--- config.mk ---
export PLATFORM = sky130hd
export DESIGN_NAME = upgate_bridge
export DESIGN_NICKNAME = d
export VERILOG_FILES = /design/src/rtl/upgate_pkg.sv /design/src/rtl/upgate_rewrite.sv /design/src/rtl/upgate_tag_fifo.sv /design/src/rtl/upgate_window.sv /design/src/rtl/upgate_bridge.sv
export SDC_FILE = /design/constraint.sdc
export NUM_CORES = 1
export LEC_CHECK = 0
export BUFFER_PORTS_ARGS = -buffer_cell sky130_fd_sc_hd__buf_4
export CAP_MARGIN = 20
export CORE_AREA = 3 3 180 182
export CTS_BUF_LIST = sky130_fd_sc_hd__clkbuf_2 sky130_fd_sc_hd__clkbuf_4 sky130_fd_sc_hd__clkbuf_8
export DETAILED_ROUTE_END_ITERATION = 7
export DIE_AREA = 0 0 183 185
export GPL_ROUTABILITY_DRIVEN = 0
export SLEW_MARGIN = 10
export SYNTH_ARGS = -nofsm -noshare
export SYNTH_HDL_FRONTEND = slang
export SYNTH_HIERARCHICAL = 1
export SYNTH_SLANG_ARGS = --single-unit
--- constraint.sdc ---
create_clock -name clk -period 2.7 [get_ports clk]
set_input_delay 0.405 -clock clk [delete_from_list [all_inputs] [get_ports clk]]
set_output_delay 0.405 -clock clk [all_outputs]
set_load 0.02 [all_outputs]
--- src/rtl/upgate_pkg.sv ---
`timescale 1ns/1ps
package upgate_pkg;
  typedef enum logic [1:0] {
    RQ_MRD  = 2'b00,
    RQ_MWR  = 2'b01,
    RQ_IORD = 2'b10,
    RQ_IOWR = 2'b11
  } rq_kind_e;

  localparam logic [2:0] CS_OK = 3'b000;
  localparam logic [2:0] CS_UR = 3'b001;
endpackage

--- src/rtl/upgate_rewrite.sv ---
`timescale 1ns/1ps
// Combinational neutralisation of a secondary request under the mastering enable.
module upgate_rewrite #(
  parameter int ADDR_W = 32,
  parameter int BE_W   = 4
) (
  input  logic              bme_i,
  input  logic              is_write_i,
  input  logic [ADDR_W-1:0] addr_i,
  input  logic [BE_W-1:0]   be_i,
  output logic [ADDR_W-1:0] addr_o,
  output logic [BE_W-1:0]   be_o,
  output logic              blocked_o,
  output logic              need_ur_o
);
  always_comb begin
    blocked_o = !bme_i;
    need_ur_o = !bme_i && !is_write_i;
    addr_o    = bme_i ? addr_i : '0;
    be_o      = (!bme_i && is_write_i) ? '0 : be_i;
  end
endmodule

--- src/rtl/upgate_tag_fifo.sv ---
`timescale 1ns/1ps
// Small tag queue for locally answered reads. DEPTH must be a power of two, at least 2.
module upgate_tag_fifo #(
  parameter int TAG_W = 8,
  parameter int DEPTH = 4
) (
  input  logic             clk,
  input  logic             rst,
  input  logic             push_i,
  input  logic [TAG_W-1:0] push_tag_i,
  input  logic             pop_i,
  output logic [TAG_W-1:0] head_tag_o,
  output logic             empty_o,
  output logic             full_o
);
  localparam int PTR_W = $clog2(DEPTH);
  localparam int CNT_W = $clog2(DEPTH + 1);

  logic [TAG_W-1:0] mem [DEPTH];
  logic [PTR_W-1:0] wr_ptr, rd_ptr;
  logic [CNT_W-1:0] count;

  assign empty_o    = (count == '0);
  assign full_o     = (count == CNT_W'(DEPTH));
  assign head_tag_o = mem[rd_ptr];

  always_ff @(posedge clk) begin
    if (push_i) mem[wr_ptr] <= push_tag_i;
  end

  always_ff @(posedge clk) begin
    if (rst) begin
      wr_ptr <= '0;
      rd_ptr <= '0;
      count  <= '0;
    end else begin
      if (push_i) wr_ptr <= wr_ptr + 1'b1;
      if (pop_i)  rd_ptr <= rd_ptr + 1'b1;
      case ({push_i, pop_i})
        2'b10:   count <= count + 1'b1;
        2'b01:   count <= count - 1'b1;
        default: count <= count;
      endcase
    end
  end
endmodule

--- src/rtl/upgate_window.sv ---
`timescale 1ns/1ps
// Registered downstream window decode for memory, prefetchable memory and I/O ranges.
module upgate_window #(
  parameter int ADDR_W = 32,
  parameter int IO_W   = 16
) (
  input  logic              clk,
  input  logic              rst,
  input  logic              mae_i,
  input  logic              ioae_i,
  input  logic [ADDR_W-1:0] mem_base_i,
  input  logic [ADDR_W-1:0] mem_limit_i,
  input  logic [ADDR_W-1:0] pmem_base_i,
  input  logic [ADDR_W-1:0] pmem_limit_i,
  input  logic [IO_W-1:0]   io_base_i,
  input  logic [IO_W-1:0]   io_limit_i,
  input  logic [ADDR_W-1:0] dn_addr_i,
  input  logic [IO_W-1:0]   dn_io_addr_i,
  output logic              mem_hit_o,
  output logic              io_hit_o
);
  logic in_mem, in_pmem, in_io;

  always_comb begin
    in_mem  = (dn_addr_i >= mem_base_i)  && (dn_addr_i <= mem_limit_i);
    in_pmem = (dn_addr_i >= pmem_base_i) && (dn_addr_i <= pmem_limit_i);
    in_io   = (dn_io_addr_i >= io_base_i) && (dn_io_addr_i <= io_limit_i);
  end

  always_ff @(posedge clk) begin
    if (rst) begin
      mem_hit_o <= 1'b0;
      io_hit_o  <= 1'b0;
    end else begin
      mem_hit_o <= mae_i && (in_mem || in_pmem);
      io_hit_o  <= ioae_i && in_io;
    end
  end
endmodule

--- src/rtl/upgate_bridge.sv ---
`timescale 1ns/1ps
module upgate_bridge
  import upgate_pkg::*;
#(
  parameter int ADDR_W   = 32,
  parameter int DATA_W   = 32,
  parameter int TAG_W    = 8,
  parameter int IO_W     = 16,
  parameter int UR_DEPTH = 4
) (
  input  logic                  clk,
  input  logic                  rst,
  input  logic                  bme_i,
  input  logic                  mae_i,
  input  logic                  ioae_i,
  input  logic [ADDR_W-1:0]     mem_base_i,
  input  logic [ADDR_W-1:0]     mem_limit_i,
  input  logic [ADDR_W-1:0]     pmem_base_i,
  input  logic [ADDR_W-1:0]     pmem_limit_i,
  input  logic [IO_W-1:0]       io_base_i,
  input  logic [IO_W-1:0]       io_limit_i,
  input  logic [ADDR_W-1:0]     dn_addr_i,
  input  logic [IO_W-1:0]       dn_io_addr_i,
  output logic                  dn_mem_hit_o,
  output logic                  dn_io_hit_o,
  input  logic                  rq_valid_i,
  output logic                  rq_ready_o,
  input  logic [1:0]            rq_type_i,
  input  logic                  rq_msi_i,
  input  logic [ADDR_W-1:0]     rq_addr_i,
  input  logic [DATA_W/8-1:0]   rq_be_i,
  input  logic [DATA_W-1:0]     rq_data_i,
  input  logic [TAG_W-1:0]      rq_tag_i,
  output logic                  pr_valid_o,
  input  logic                  pr_ready_i,
  output logic [1:0]            pr_type_o,
  output logic                  pr_msi_o,
  output logic [ADDR_W-1:0]     pr_addr_o,
  output logic [DATA_W/8-1:0]   pr_be_o,
  output logic [DATA_W-1:0]     pr_data_o,
  output logic [TAG_W-1:0]      pr_tag_o,
  output logic                  pr_blocked_o,
  input  logic                  pc_valid_i,
  output logic                  pc_ready_o,
  input  logic [TAG_W-1:0]      pc_tag_i,
  input  logic [2:0]            pc_status_i,
  input  logic [DATA_W-1:0]     pc_data_i,
  output logic                  sc_valid_o,
  input  logic                  sc_ready_i,
  output logic [TAG_W-1:0]      sc_tag_o,
  output logic [2:0]            sc_status_o,
  output logic [DATA_W-1:0]     sc_data_o
);
  localparam int BE_W = DATA_W / 8;

  logic              pr_free, sc_free, take_rq, ur_pop;
  logic              ur_full, ur_empty;
  logic [TAG_W-1:0]  ur_head;
  logic [ADDR_W-1:0] rw_addr;
  logic [BE_W-1:0]   rw_be;
  logic              rw_blocked, rw_need_ur;

  upgate_rewrite #(.ADDR_W(ADDR_W), .BE_W(BE_W)) rewrite_i (
    .bme_i      (bme_i),
    .is_write_i (rq_type_i[0]),
    .addr_i     (rq_addr_i),
    .be_i       (rq_be_i),
    .addr_o     (rw_addr),
    .be_o       (rw_be),
    .blocked_o  (rw_blocked),
    .need_ur_o  (rw_need_ur)
  );

  // Request stage: full throughput, stalls only on primary backpressure or a full answer queue.
  assign pr_free    = !pr_valid_o || pr_ready_i;
  assign rq_ready_o = pr_free && !ur_full;
  assign take_rq    = rq_valid_i && rq_ready_o;

  always_ff @(posedge clk) begin
    if (rst) begin
      pr_valid_o   <= 1'b0;
      pr_type_o    <= RQ_MRD;
      pr_msi_o     <= 1'b0;
      pr_addr_o    <= '0;
      pr_be_o      <= '0;
      pr_data_o    <= '0;
      pr_tag_o     <= '0;
      pr_blocked_o <= 1'b0;
    end else if (pr_free) begin
      pr_valid_o <= take_rq;
      if (take_rq) begin
        pr_type_o    <= rq_type_i;
        pr_msi_o     <= rq_msi_i;
        pr_addr_o    <= rw_addr;
        pr_be_o      <= rw_be;
        pr_data_o    <= rq_data_i;
        pr_tag_o     <= rq_tag_i;
        pr_blocked_o <= rw_blocked;
      end
    end
  end

  upgate_tag_fifo #(.TAG_W(TAG_W), .DEPTH(UR_DEPTH)) urq_i (
    .clk        (clk),
    .rst        (rst),
    .push_i     (take_rq && rw_need_ur),
    .push_tag_i (rq_tag_i),
    .pop_i      (ur_pop),
    .head_tag_o (ur_head),
    .empty_o    (ur_empty),
    .full_o     (ur_full)
  );

  // Completion stage: returning primary traffic wins over local answers.
  assign sc_free    = !sc_valid_o || sc_ready_i;
  assign pc_ready_o = sc_free;
  assign ur_pop     = sc_free && !pc_valid_i && !ur_empty;

  always_ff @(posedge clk) begin
    if (rst) begin
      sc_valid_o  <= 1'b0;
      sc_tag_o    <= '0;
      sc_status_o <= CS_OK;
      sc_data_o   <= '0;
    end else if (sc_free) begin
      sc_valid_o <= pc_valid_i || !ur_empty;
      if (pc_valid_i) begin
        sc_tag_o    <= pc_tag_i;
        sc_status_o <= pc_status_i;
        sc_data_o   <= pc_data_i;
      end else if (!ur_empty) begin
        sc_tag_o    <= ur_head;
        sc_status_o <= CS_UR;
        sc_data_o   <= '0;
      end
    end
  end

  upgate_window #(.ADDR_W(ADDR_W), .IO_W(IO_W)) window_i (
    .clk          (clk),
    .rst          (rst),
    .mae_i        (mae_i),
    .ioae_i       (ioae_i),
    .mem_base_i   (mem_base_i),
    .mem_limit_i  (mem_limit_i),
    .pmem_base_i  (pmem_base_i),
    .pmem_limit_i (pmem_limit_i),
    .io_base_i    (io_base_i),
    .io_limit_i   (io_limit_i),
    .dn_addr_i    (dn_addr_i),
    .dn_io_addr_i (dn_io_addr_i),
    .mem_hit_o    (dn_mem_hit_o),
    .io_hit_o     (dn_io_hit_o)
  );
endmodule

* Word-level counts from Yosys, hierarchy flattened
Memory sizes are Yosys's and may differ from the RTL's. A register that Yosys moved wholly into a read port is not among the register bits.
Index checks and enable logic that the tools add are counted.
** Operators by class
- Add/sub/neg operators :: 4
- Magnitude comparators :: 6
- Equality and inequality tests :: 4
- Multiplexer cells :: 13
- Reductions and logical operators :: 27
** Operator list (number)
- 32-bit 2-to-1 mux :: 3
- 32-bit greater-or-equal comparator :: 2
- 32-bit less-or-equal comparator :: 2
- 16-bit greater-or-equal comparator :: 1
- 16-bit less-or-equal comparator :: 1
- 8-bit 2-to-1 mux :: 2
- 1-bit logical AND :: 12
- 1-bit zero test :: 7
- 3-bit 2-to-1 mux :: 2
- 3-bit case mux with 2 select lines :: 1
- 2-bit by 1-bit adder with 2-bit output (second input constant) :: 2
- 1-bit logical OR :: 4
- 2-bit 2-to-1 mux :: 2
- 4-bit 2-to-1 mux :: 1
- 2-bit AND reduction :: 2
- 3-bit by 1-bit adder with 3-bit output (second input constant) :: 1
- 3-bit == test (second input constant) :: 1
- 3-bit zero test :: 1
- 3-bit by 1-bit subtractor with 3-bit output (second input constant) :: 1
- 2-bit by 1-bit == test with 1-bit output (second input constant) :: 1
- 2-bit == test (second input constant) :: 1
- 1-bit 2-to-1 mux :: 2
- 2-bit inequality test (second input constant) :: 1
- 2-bit nonzero test :: 1
** Word-level totals
- Flip-flop bits (word level) :: 134
- Memory bits (writable) :: 32
- Input port bits :: 339
- Output and inout bits :: 129
- Logic and storage cells :: 72
- Memories :: 1
** Memories
- urq_i.mem :: depth 4, bits a word 8, rd ports 1, clocked after Yosys merged registers in 1, wr ports 1, RTL line upgate_tag_fifo.sv:19 : logic [TAG_W-1:0] mem [DEPTH];

* Depth between registers and ports, before layout
Gate-level depths: netlist of the first run.
- Word-level depth :: 7
- Gate-level depth with buffers :: 13

* Cells and area by module
Netlist of the first run, hierarchy kept.
** By module, submodules not included
- upgate_bridge :: times used 1, cells each 576, area each 5303.8 um^2, sequential area each 2502.4 um^2
- upgate_window :: times used 1, cells each 556, area each 4005.1 um^2, sequential area each 40.0 um^2
- upgate_tag_fifo :: times used 1, cells each 89, area each 1591.5 um^2, sequential area each 1141.1 um^2
- upgate_rewrite :: times used 1, cells each 42, area each 254.0 um^2, sequential area each 0.0 um^2

* Worst setup path before layout of the first run
OpenSTA, ideal clock, no wires.
- Path type :: register -> register
- Start point :: reg urq_i.count[0]
- End point :: reg urq_i.count[2]
- Setup time :: 70 ps
- Data arrival time :: 2379 ps
- Required time :: 2630 ps
- Path slack :: 251 ps
- Stages on the path, launching flop included :: 14
- Path buffers :: 2
- Cell sequence :: dfxtp_1 inv_1 and3_1 nor2b_1 buf_4 buf_2 and3_1 inv_1 ha_1 inv_1 fa_1 xor2_1 or3_1 a21oi_1
** On the way
- Cells in the longest elaborated chain, start to end :: 7
** Ends and longest elaborated chain
- start: declaration :: RTL line upgate_tag_fifo.sv:21 : logic [CNT_W-1:0] count;
- start signal: assignment :: RTL line upgate_tag_fifo.sv:40 : 2'b10: count <= count + 1'b1;
- start signal: assignment :: RTL line upgate_tag_fifo.sv:41 : 2'b01: count <= count - 1'b1;
- start signal: assignment :: RTL line upgate_tag_fifo.sv:42 : default: count <= count;
- 3-bit == test (*) :: RTL line upgate_tag_fifo.sv:24 : assign full_o = (count == CNT_W'(DEPTH));
- net ur_full :: RTL line upgate_bridge.sv:57 : logic ur_full, ur_empty;
- 1-bit zero test (*) :: RTL line upgate_bridge.sv:76 : assign rq_ready_o = pr_free && !ur_full;
- 1-bit logical AND (*) :: RTL line upgate_bridge.sv:76
- 1-bit logical AND (*) :: RTL line upgate_bridge.sv:77 : assign take_rq = rq_valid_i && rq_ready_o;
- 1-bit logical AND (*) :: RTL line upgate_bridge.sv:106 : .push_i (take_rq && rw_need_ur),
- 2-bit by 1-bit == test with 1-bit output or 2-bit == test (tied branches) :: RTL line upgate_tag_fifo.sv:39 : case ({push_i, pop_i})
- 3-bit case mux with 2 select lines or 2-bit nonzero test (tied branches)
Mark *: on every way through the listed nets, which the timed path passes. The rest lies on a longest branch.
A chain may end at the register's enable or synchronous reset.

* Worst setup path after layout of the first run
Same ends and word-level chain as after synthesis.

==> flow_summary.json, run 1 <==
{
  "cp_slowest_cell": "fa_1",
  "r2r_slack_ns": 0.27,
  "netlist_instances": 1263,
  "critical_path_class": "reg2reg",
  "antenna_left": 0,
  "synth_cell_type_count": 59,
  "rsz0062_at_grt": "no",
  "ctsLongestPathBuffers": 2,
  "synth_top_family_by_area": "compound AO/OA/AOI/OAI gates",
  "grt_pass1_vias": 10410,
  "cts_setup_buffers": 0,
  "worst_pin_slew_ns": 0.7211,
  "synthFlopType": "dfxtp_1",
  "utilization_pct": 49.74,
  "numCtsBuffers": 17,
  "synth-compound-area-share_pct": 22.65,
  "antenna_found_initial": 1,
  "first_iter_violations": 459,
  "grt_overflow": 0,
  "ir_drop_uv": 357.2,
  "run_status": "complete, no violations",
  "wl_met3_um": 2414,
  "wl_met1_um": 15680,
  "root_buffer": "clkbuf_8",
  "core_mm2": 0.03075,
  "crit_fanout": 7,
  "endpoint_kind": "flop",
  "max_slew_margin_pct": 51.93,
  "synth_fa_ha_area_share_pct": 18.69,
  "pwr-share-seq_pct": 41.5,
  "rows": 64,
  "cpLargestDelayFamily": "simple AND/OR/NAND/NOR gates",
  "drive_gt1_share_pct": 33.00,
  "drt_pass1_iterations": 5,
  "setup_violations": 0,
  "die_h_um": 185,
  "vias_per_cell": 5.057,
  "power_density_mw_per_mm2": 439.4,
  "p_clk_share_pct": 29.0,
  "vias": 10590,
  "ios": 468,
  "final_hold_viol_count": 0,
  "p_comb_share_pct": 29.5,
  "synthToLayoutAreaGrowth_pct": 37.13,
  "cts_tree": "yes",
  "syn_avg_cell_area_um2": 8.832,
  "syn_nets": 1768,
  "fin_tns_setup_ns": 0,
  "post_drt_wl_per_cell_um": 17.75,
  "period_minus_slack_ns": 2.433,
  "grt_start_max_net_pins": 162,
  "critPathMostFrequentCell": "inv_1",
  "skew_ns": 0.01291,
  "grt_util_all_layers_pct": 20.64,
  "synth_warnings": 6,
  "leakage_nw": 7.527,
  "critPathMaxStageDelay_ns": 0.38,
  "dp_hpwl_um": 28940,
  "netlist_area_mm2": 0.01115,
  "start_util_pct": 36.28,
  "ys_seq_area_share_pct": 33.02,
  "crit_required_ns": 3.08,
  "cts_hold_buf": 0,
  "io_buffers": 467,
  "clkSlewWorstSetupHoldPaths_ns": 0.09,
  "intPower_mw": 4.630,
  "clkSinkCount": 168,
  "cp-start-kind": "flop",
  "grt_pass1_wl_um": 55920,
  "finalNetCount": 2189,
  "synth_edf_count": 32,
  "async_flop_share_pct": 0,
  "max_cap_violations": 0,
  "synthSimpleGateAreaFrac_pct": 13.60,
  "clock.fmax_ghz": 0.4110,
  "clock_latency_ns": 0.46,
  "htreeDepth": 4,
  "period_share_pct": 90.12,
  "hp-class": "in2reg",
  "ys_ff_latch": 168,
  "switching_power_mw": 2.091,
  "ctsResizeCount": 0,
  "highest_layer": "met4",
  "synth_xor_area_share_pct": 0.3926,
  "crit_arrival_ns": 2.82,
  "path_cells": "inv_1 > and3_1 > nor2b_4 > and3_1 > inv_1 > ha_1 > inv_1 > fa_1 > xor2_1 > or3_1 > a21oi_1",
  "dr_wl_met2_um": 18280,
  "maxSlewViolCount": 0,
  "drt_wl_total_um": 37170,
  "switching_share_pct": 31.11,
  "fillers": 2946,
  "muxShareOfSynthArea_pct": 2.423,
  "die-area_mm2": 0.03386,
  "die_w_um": 183,
  "critical_path_buf_inv_count": 3,
  "remaining_drc_errors": 0
}
[per-layer routing]
layer	vias to the layer above	GRT usage, %
li1	5300	-
met1	4915	25.67
met2	338	36.04
met3	36	4.772
met4	0	5.637
met5	-	0
[worst paths after layout]
| kind | startpoint | endpoint | cells past startpoint |
|---|---|---|---|
| max | urq_i/count[0] | urq_i/count[2] | 11 |
| min | rq_tag_i[2] | urq_i/mem[0][2] | 1 |
| max reg2reg | urq_i/count[0] | urq_i/count[2] | 11 |
| min reg2reg | sc_data_o[20] | sc_data_o[20] | 2 |
[power by group through the flow]
stage                     Combinational (mW)  Clock (mW)  Sequential (mW)
after global routing                    2.19        2.12             2.81
after global placement                  1.96           0             2.84
after CTS                               2.00        2.03             2.79
after floorplan                        0.952           0             2.99
final                                   1.98        1.95             2.79
after detailed placement                1.99           0             2.85
[cell usage after synthesis (9+ instances only)]
master      n  share of area, %
mux2i_1     9              0.81
and2_1     40               2.2
clkbuf_1   12              0.40
a21bo_1    53               4.8
nor2b_1    11              0.62
nand2_1    24              0.81
a21bo_2    27               2.4
buf_2      38               1.7
nor2_1     26              0.87
nand4_1    27               1.5
a21o_1     20               1.3
a21oi_2     9              0.71
o21ai_0    43               1.9
dfxtp_1   136                24
o21ai_1    16              0.72
a21oi_1   175               7.9
inv_1     167               5.6
nor3_1     10              0.45
a211oi_1   11              0.74
edfxtp_1   32               8.6
nand3_1   124               5.6
ha_1      165                19
[layout by cell type, fill, tap and decap left out, drive strengths merged, types with 2 or more instances in the layout]
cell and instances:
buf 475, a21oi 184, inv 172, ha 165, dfxtp 136, nand3 124
a21bo 80, o21ai 59, and2 41, edfxtp 32, nand4 28, nor2 27
nand2 24, a21o 20, clkbuf 20, nor2b 12, a211oi 11, nor3 10
mux2i 9, mux4 8, nand2b 7, o211ai 6, a2111oi 5, o21a 4
clkinv 3, bufinv 3, xor2 3, nor4 3, and4 3, and3 2
clkinvlp 2, xnor2 2, a221oi 2, o22ai 2
[metrics by stage]
stage | cell area (µm²) | std cells | worst slack [ns] | power (mW) | hold WS [ns]
after floorplan | 11150 | 1263 | 0.2513 | 3.939 | 0.4669
after global placement | 14870 | 2061 | 0.3130 | 4.798 | 0.4578
after detailed placement | 14870 | 2061 | 0.2968 | 4.833 | 0.4684
after CTS | 15290 | 2093 | 0.2630 | 6.814 | 0.1211
after global routing | 15300 | 2094 | 0.1064 | 7.123 | 0.1253
final | 15300 | 2094 | 0.2668 | 6.720 | 0.1676
[registers in the layout, indices dropped and copies added (netlist names), 2 cells and up, named ones only]
name and flops:
pr_tag_o 8, pr_data_o 32, pr_be_o 4, urq_i/count 3
urq_i/wr_ptr 2, urq_i/rd_ptr 2, urq_i/mem 32, pr_addr_o 32
sc_status_o 3, sc_tag_o 8, pr_type_o 2, sc_data_o 32
[logic make-up (layout without fill, tap and decap cells)]
logic type | count (synthesis) | count (layout)
fa+ha+maj | 166 | 166
xor+xnor | 5 | 5
buf+inv | 241 | 675
mux | 17 | 17
compound gates | 382 | 382
other cells | 0 | 1
flops | 168 | 168
simple gates | 284 | 284
[area by class of cell]
cell class,count,area [µm²],area share (%)
Multi-Input combinational cell,854,6451,42.18
Sequential cell,168,3684,24.08
Timing Repair Buffer,475,3603,23.56
Inverter,168,633.1,4.139
Tap cell,396,495.5,3.239
Clock buffer,20,262.8,1.718
Clock inverter,12,163.9,1.072
Antenna cell,1,2.502,0.01636
(Power assumes the default switching activity.)
==> run 2, diff against run 1 <==
CTS_CLUSTER_SIZE = 10   (was not set)
RECOVER_POWER = 50   (was not set)
==> flow_summary.json, run 2 (synthesis gave the netlist of run 1 again) <==
{
  "grt_start_max_net_pins": 162,
  "fin_area_mm2": 0.01478,
  "finalNetCount": 2189,
  "crit_fanout": 7,
  "pwr-share-seq_pct": 42.1,
  "dp_hpwl_um": 28940,
  "root_buffer": "clkbuf_8",
  "numCtsBuffers": 17,
  "hp-class": "in2reg",
  "grt_pass1_wl_um": 55920,
  "die-area_mm2": 0.03386,
  "ios": 468,
  "start_util_pct": 36.28,
  "intPower_mw": 4.517,
  "clock.fmax_ghz": 0.4119,
  "worst_pin_slew_ns": 0.7322,
  "fin_tns_setup_ns": 0,
  "path_cells": "inv_1 > and3_1 > nor2b_1 > and3_1 > inv_1 > ha_1 > inv_1 > fa_1 > xor2_1 > or3_1 > a21oi_1",
  "hold_end": "pr_data_o[17]",
  "grt_overflow": 0,
  "crit_arrival_ns": 2.82,
  "p_clk_share_pct": 29.6,
  "place_area_mm2": 0.01487,
  "leakage_nw": 6.970,
  "maxSlewViolCount": 0,
  "grt_util_all_layers_pct": 20.64,
  "reg2regPathDepth": 11,
  "core_mm2": 0.03075,
  "clock_latency_ns": 0.46,
  "max_slew_margin_pct": 51.18,
  "grt_pass1_vias": 10410,
  "htreeDepth": 4,
  "io_buffers": 467,
  "power_density_mw_per_mm2": 447.5,
  "p_total_mw": 6.615,
  "critPathMaxStageDelay_ns": 0.38,
  "ir_drop_uv": 355.0,
  "critPathMostFrequentCell": "inv_1",
  "p_comb_share_pct": 28.2,
  "rsz0062_at_grt": "no",
  "post_drt_wl_per_cell_um": 17.77,
  "cp-start-kind": "flop",
  "whs_ns": 0.1937,
  "switching_power_mw": 2.098,
  "setup_violations": 0,
  "synthToLayoutAreaGrowth_pct": 32.52,
  "switching_share_pct": 31.72,
  "first_iter_violations": 487,
  "final_common_cell": "buf_4",
  "hold_depth": 3,
  "cp_slowest_cell": "fa_1",
  "clkSinkCount": 168,
  "final_hold_viol_count": 0,
  "period_share_pct": 89.91,
  "antenna_found_initial": 1,
  "max_cap_violations": 0,
  "ctsResizeCount": 0,
  "crit_required_ns": 3.09,
  "vias_per_cell": 5.058,
  "clkSlewWorstSetupHoldPaths_ns": 0.09,
  "skew_ns": 0.01363,
  "die_h_um": 185,
  "drt_pass1_iterations": 4,
  "ctsLongestPathBuffers": 2,
  "vias": 10590,
  "cts_setup_buffers": 0,
  "final_cell_mix": "buf_4, a21oi_1, inv_1",
  "rows": 64,
  "reg2reg_from": "urq_i/count[0]",
  "drive_gt1_share_pct": 24.99,
  "r2r_end": "urq_i/count[2]",
  "hold_start": "rq_data_i[17]",
  "period_minus_slack_ns": 2.428,
  "run_status": "complete, no violations",
  "drt_wl_total_um": 37210,
  "cts_tree": "yes",
  "endpoint_kind": "flop",
  "die_w_um": 183,
  "r2r_slack_ns": 0.27,
  "critical_path_class": "reg2reg",
  "antenna_left": 0,
  "remaining_drc_errors": 0,
  "cts_hold_buf": 0
}
## run 2: cell count changes in the layout (fill, tap and decap cells not counted)
cell / previous run / this run
buf_4: 472 / 337
clkbuf_1: 0 / 135
nor2b_1: 9 / 10
nor2b_4: 2 / 1
## run 2: layer usage
layer / GRT usage, % / vias to the layer above / wire length, µm
li1: - / 5297 / -
met1: 25.67 / 4940 / 15840
met2: 36.04 / 319 / 18230
met3: 4.772 / 35 / 2375
met4: 5.637 / 0 / 766
met5: 0 / - / 0
## run 2: power groups by stage
stage | Clock, mW | Sequential [mW] | Combinational (mW)
finish | 1.96 | 2.79 | 1.87
global route | 2.12 | 2.81 | 2.08
CTS | 2.03 | 2.79 | 2.00
detailed placement | 0 | 2.85 | 1.99
global placement | 0 | 2.84 | 1.96
floorplan | 0 | 2.99 | 0.952
## run 2: area by class of cell
cell class | count | area [µm²]
Clock buffer | 20 | 262.8
Sequential cell | 168 | 3684
Clock inverter | 12 | 163.9
Fill cell | 3060 | 15970
Multi-Input combinational cell | 854 | 6444
Tap cell | 396 | 495.5
Antenna cell | 1 | 2.502
Timing Repair Buffer | 475 | 3097
Inverter | 168 | 633.1
## run 2: how the worst max path moves through the flow
stage	startpoint	endpoint	slack (ns)	cells after the start
global route	urq_i/count[0]	urq_i/count[2]	0.08	11
detailed placement	urq_i/count[0]	urq_i/count[2]	0.30	11
floorplan	urq_i/count[0]	urq_i/count[2]	0.25	13
CTS	urq_i/count[0]	urq_i/count[2]	0.26	11
global placement	pc_valid_i	urq_i/count[2]	0.31	8
finish	urq_i/count[0]	urq_i/count[2]	0.27	11
## run 2: critical path: cells and delay by family, from the launching register on
kind,cells,cell delay [ns]
simple gates,4,0.89
fa+ha+maj,2,0.56
flops,1,0.34
buf+inv,3,0.25
xor+xnor,1,0.18
compound gates,1,0.14
## run 2: stage by stage
stage | setup WS (ns) | util, % | std cells
3_5_place_dp | 0.2968 | 48.35 | 2061
2_1_floorplan | 0.2513 | - | 1263
6_report | 0.2725 | 48.07 | 2094
3_3_place_gp | 0.3130 | 48.35 | 2061
5_1_grt | 0.07715 | 48.07 | 2094
4_1_cts | 0.2630 | 49.74 | 2093
==> run 3, diff against run 2 <==
CORE_AREA = not set   (was 3 3 180 182)
CORE_UTILIZATION = 35   (was not set)
CTS_BUF_LIST = not set   (was sky130_fd_sc_hd__clkbuf_2 sky130_fd_sc_hd__clkbuf_4 sky130_fd_sc_hd__clkbuf_8)
DIE_AREA = not set   (was 0 0 183 185)
==> flow_summary.json, run 3 (synthesis gave the netlist of run 1 again) <==
{
  "place_area_mm2": 0.01488,
  "reg2regPathDepth": 11,
  "post_drt_wl_per_cell_um": 16.96,
  "root_buffer": "clkbuf_16",
  "fin_tns_setup_ns": 0,
  "htreeDepth": 4,
  "p_total_mw": 6.991,
  "synthToLayoutAreaGrowth_pct": 33.88,
  "crit_arrival_ns": 2.79,
  "io_buffers": 467,
  "cts_hold_buf": 0,
  "cts_setup_buffers": 0,
  "multi_input_area_mm2": 0.006451,
  "die_w_um": 180.5,
  "setup_violations": 0,
  "worst_pin_slew_ns": 0.8025,
  "grt_pass1_wl_um": 56230,
  "grt_pass1_vias": 10540,
  "drt_pass1_iterations": 4,
  "ctsLongestPathBuffers": 2,
  "endpoint_kind": "flop",
  "critical_path_class": "reg2reg",
  "core_mm2": 0.03147,
  "leakage_nw": 7.050,
  "start_util_pct": 35.44,
  "grt_start_max_net_pins": 162,
  "cp-start-kind": "flop",
  "ir_drop_uv": 425.2,
  "crit_fanout": 3,
  "final_cell_mix": "buf_4, a21oi_1, inv_1",
  "first_iter_violations": 619,
  "finalNetCount": 2192,
  "clock.fmax_ghz": 0.4102,
  "final_hold_viol_count": 0,
  "die_h_um": 180.5,
  "period_share_pct": 90.29,
  "vias_per_cell": 5.043,
  "crit_required_ns": 3.05,
  "clock_latency_ns": 0.43,
  "max_slew_margin_pct": 46.50,
  "cts_tree": "yes",
  "maxSlewViolCount": 0,
  "drt_wl_total_um": 35660,
  "ctsResizeCount": 0,
  "ios": 468,
  "hold_depth": 3,
  "remaining_drc_errors": 0,
  "clkSinkCount": 168,
  "antenna_found_initial": 1,
  "whs_ns": 0.2232,
  "rsz0062_at_grt": "no",
  "vias": 10610,
  "fin_area_mm2": 0.01493,
  "dp_hpwl_um": 27460,
  "numCtsBuffers": 17,
  "rows": 65,
  "regArea_mm2": 0.003684,
  "skew_ns": 0.01271,
  "fillers": 3203,
  "power_density_mw_per_mm2": 468.2,
  "antenna_left": 0,
  "drive_gt1_share_pct": 25.06,
  "final_common_cell": "buf_4",
  "run_status": "complete, no violations",
  "hp-class": "in2reg",
  "grt_util_all_layers_pct": 21.61,
  "period_minus_slack_ns": 2.438,
  "clkSlewWorstSetupHoldPaths_ns": 0.07,
  "die-area_mm2": 0.03259,
  "grt_overflow": 0,
  "max_cap_violations": 0
}
## run 3: cell types whose count changed in the layout (fill, tap and decap cells not counted), moves of 4 or more
| cell | change |
|---|---|
| clkinv_2 | +4 |
| buf_4 | +4 |
| clkbuf_16 | +17 |
| clkbuf_8 | -18 |
## run 3: cell type report
cell class / count / share of cell area, %
diodes: 1 / 0.01676
clock buffers: 18 / 2.874
clock inverters: 14 / 0.8295
inverters: 168 / 4.240
multi-input cells: 854 / 43.20
flip-flops and latches: 168 / 24.67
well taps: 402 / 3.368
repair buffers: 478 / 20.80
## run 3: worst max-delay path, cell delays in order (launching register included)
cell     delay (ns)
dfxtp_1        0.33
inv_1          0.10
and3_1         0.28
nor2b_4        0.07
and3_1         0.20
inv_1          0.09
ha_1           0.19
inv_1          0.06
fa_1           0.38
xor2_1         0.18
or3_1          0.32
a21oi_1        0.15
## run 3: path summary, 6_finish.rpt
check,start,end,slack (ns)
setup / recovery,urq_i/count[0],urq_i/count[2],0.26
hold / removal,rq_data_i[31],pr_data_o[31],0.22
setup reg to reg,urq_i/count[0],urq_i/count[2],0.26
hold reg to reg,sc_data_o[16],sc_data_o[16],0.47
## run 3: metrics by stage
stage | worst slack, ns | std cells | utilization, %
5_1_grt | 0.1077 | 2102 | 47.44
3_3_place_gp | 0.3500 | 2070 | 47.29
3_5_place_dp | 0.2606 | 2070 | 47.29
2_1_floorplan | 0.2513 | 1263 | -
6_report | 0.2621 | 2103 | 47.45
4_1_cts | 0.2910 | 2102 | 49.05
## run 3: layer usage
layer  wire length, µm  GRT usage, %
met1             15020         26.01
met2             17170         36.57
met3              2305         5.618
met4              1167         8.684
met5                 0             0
## run 3: power breakdown
| part | total [mW] | internal [mW] | switching (mW) |
|---|---|---|---|
| Sequential | 2.79 | 2.70 | 0.0831 |
| Combinational | 1.86 | 0.840 | 1.02 |
| Clock | 2.35 | 1.28 | 1.07 |
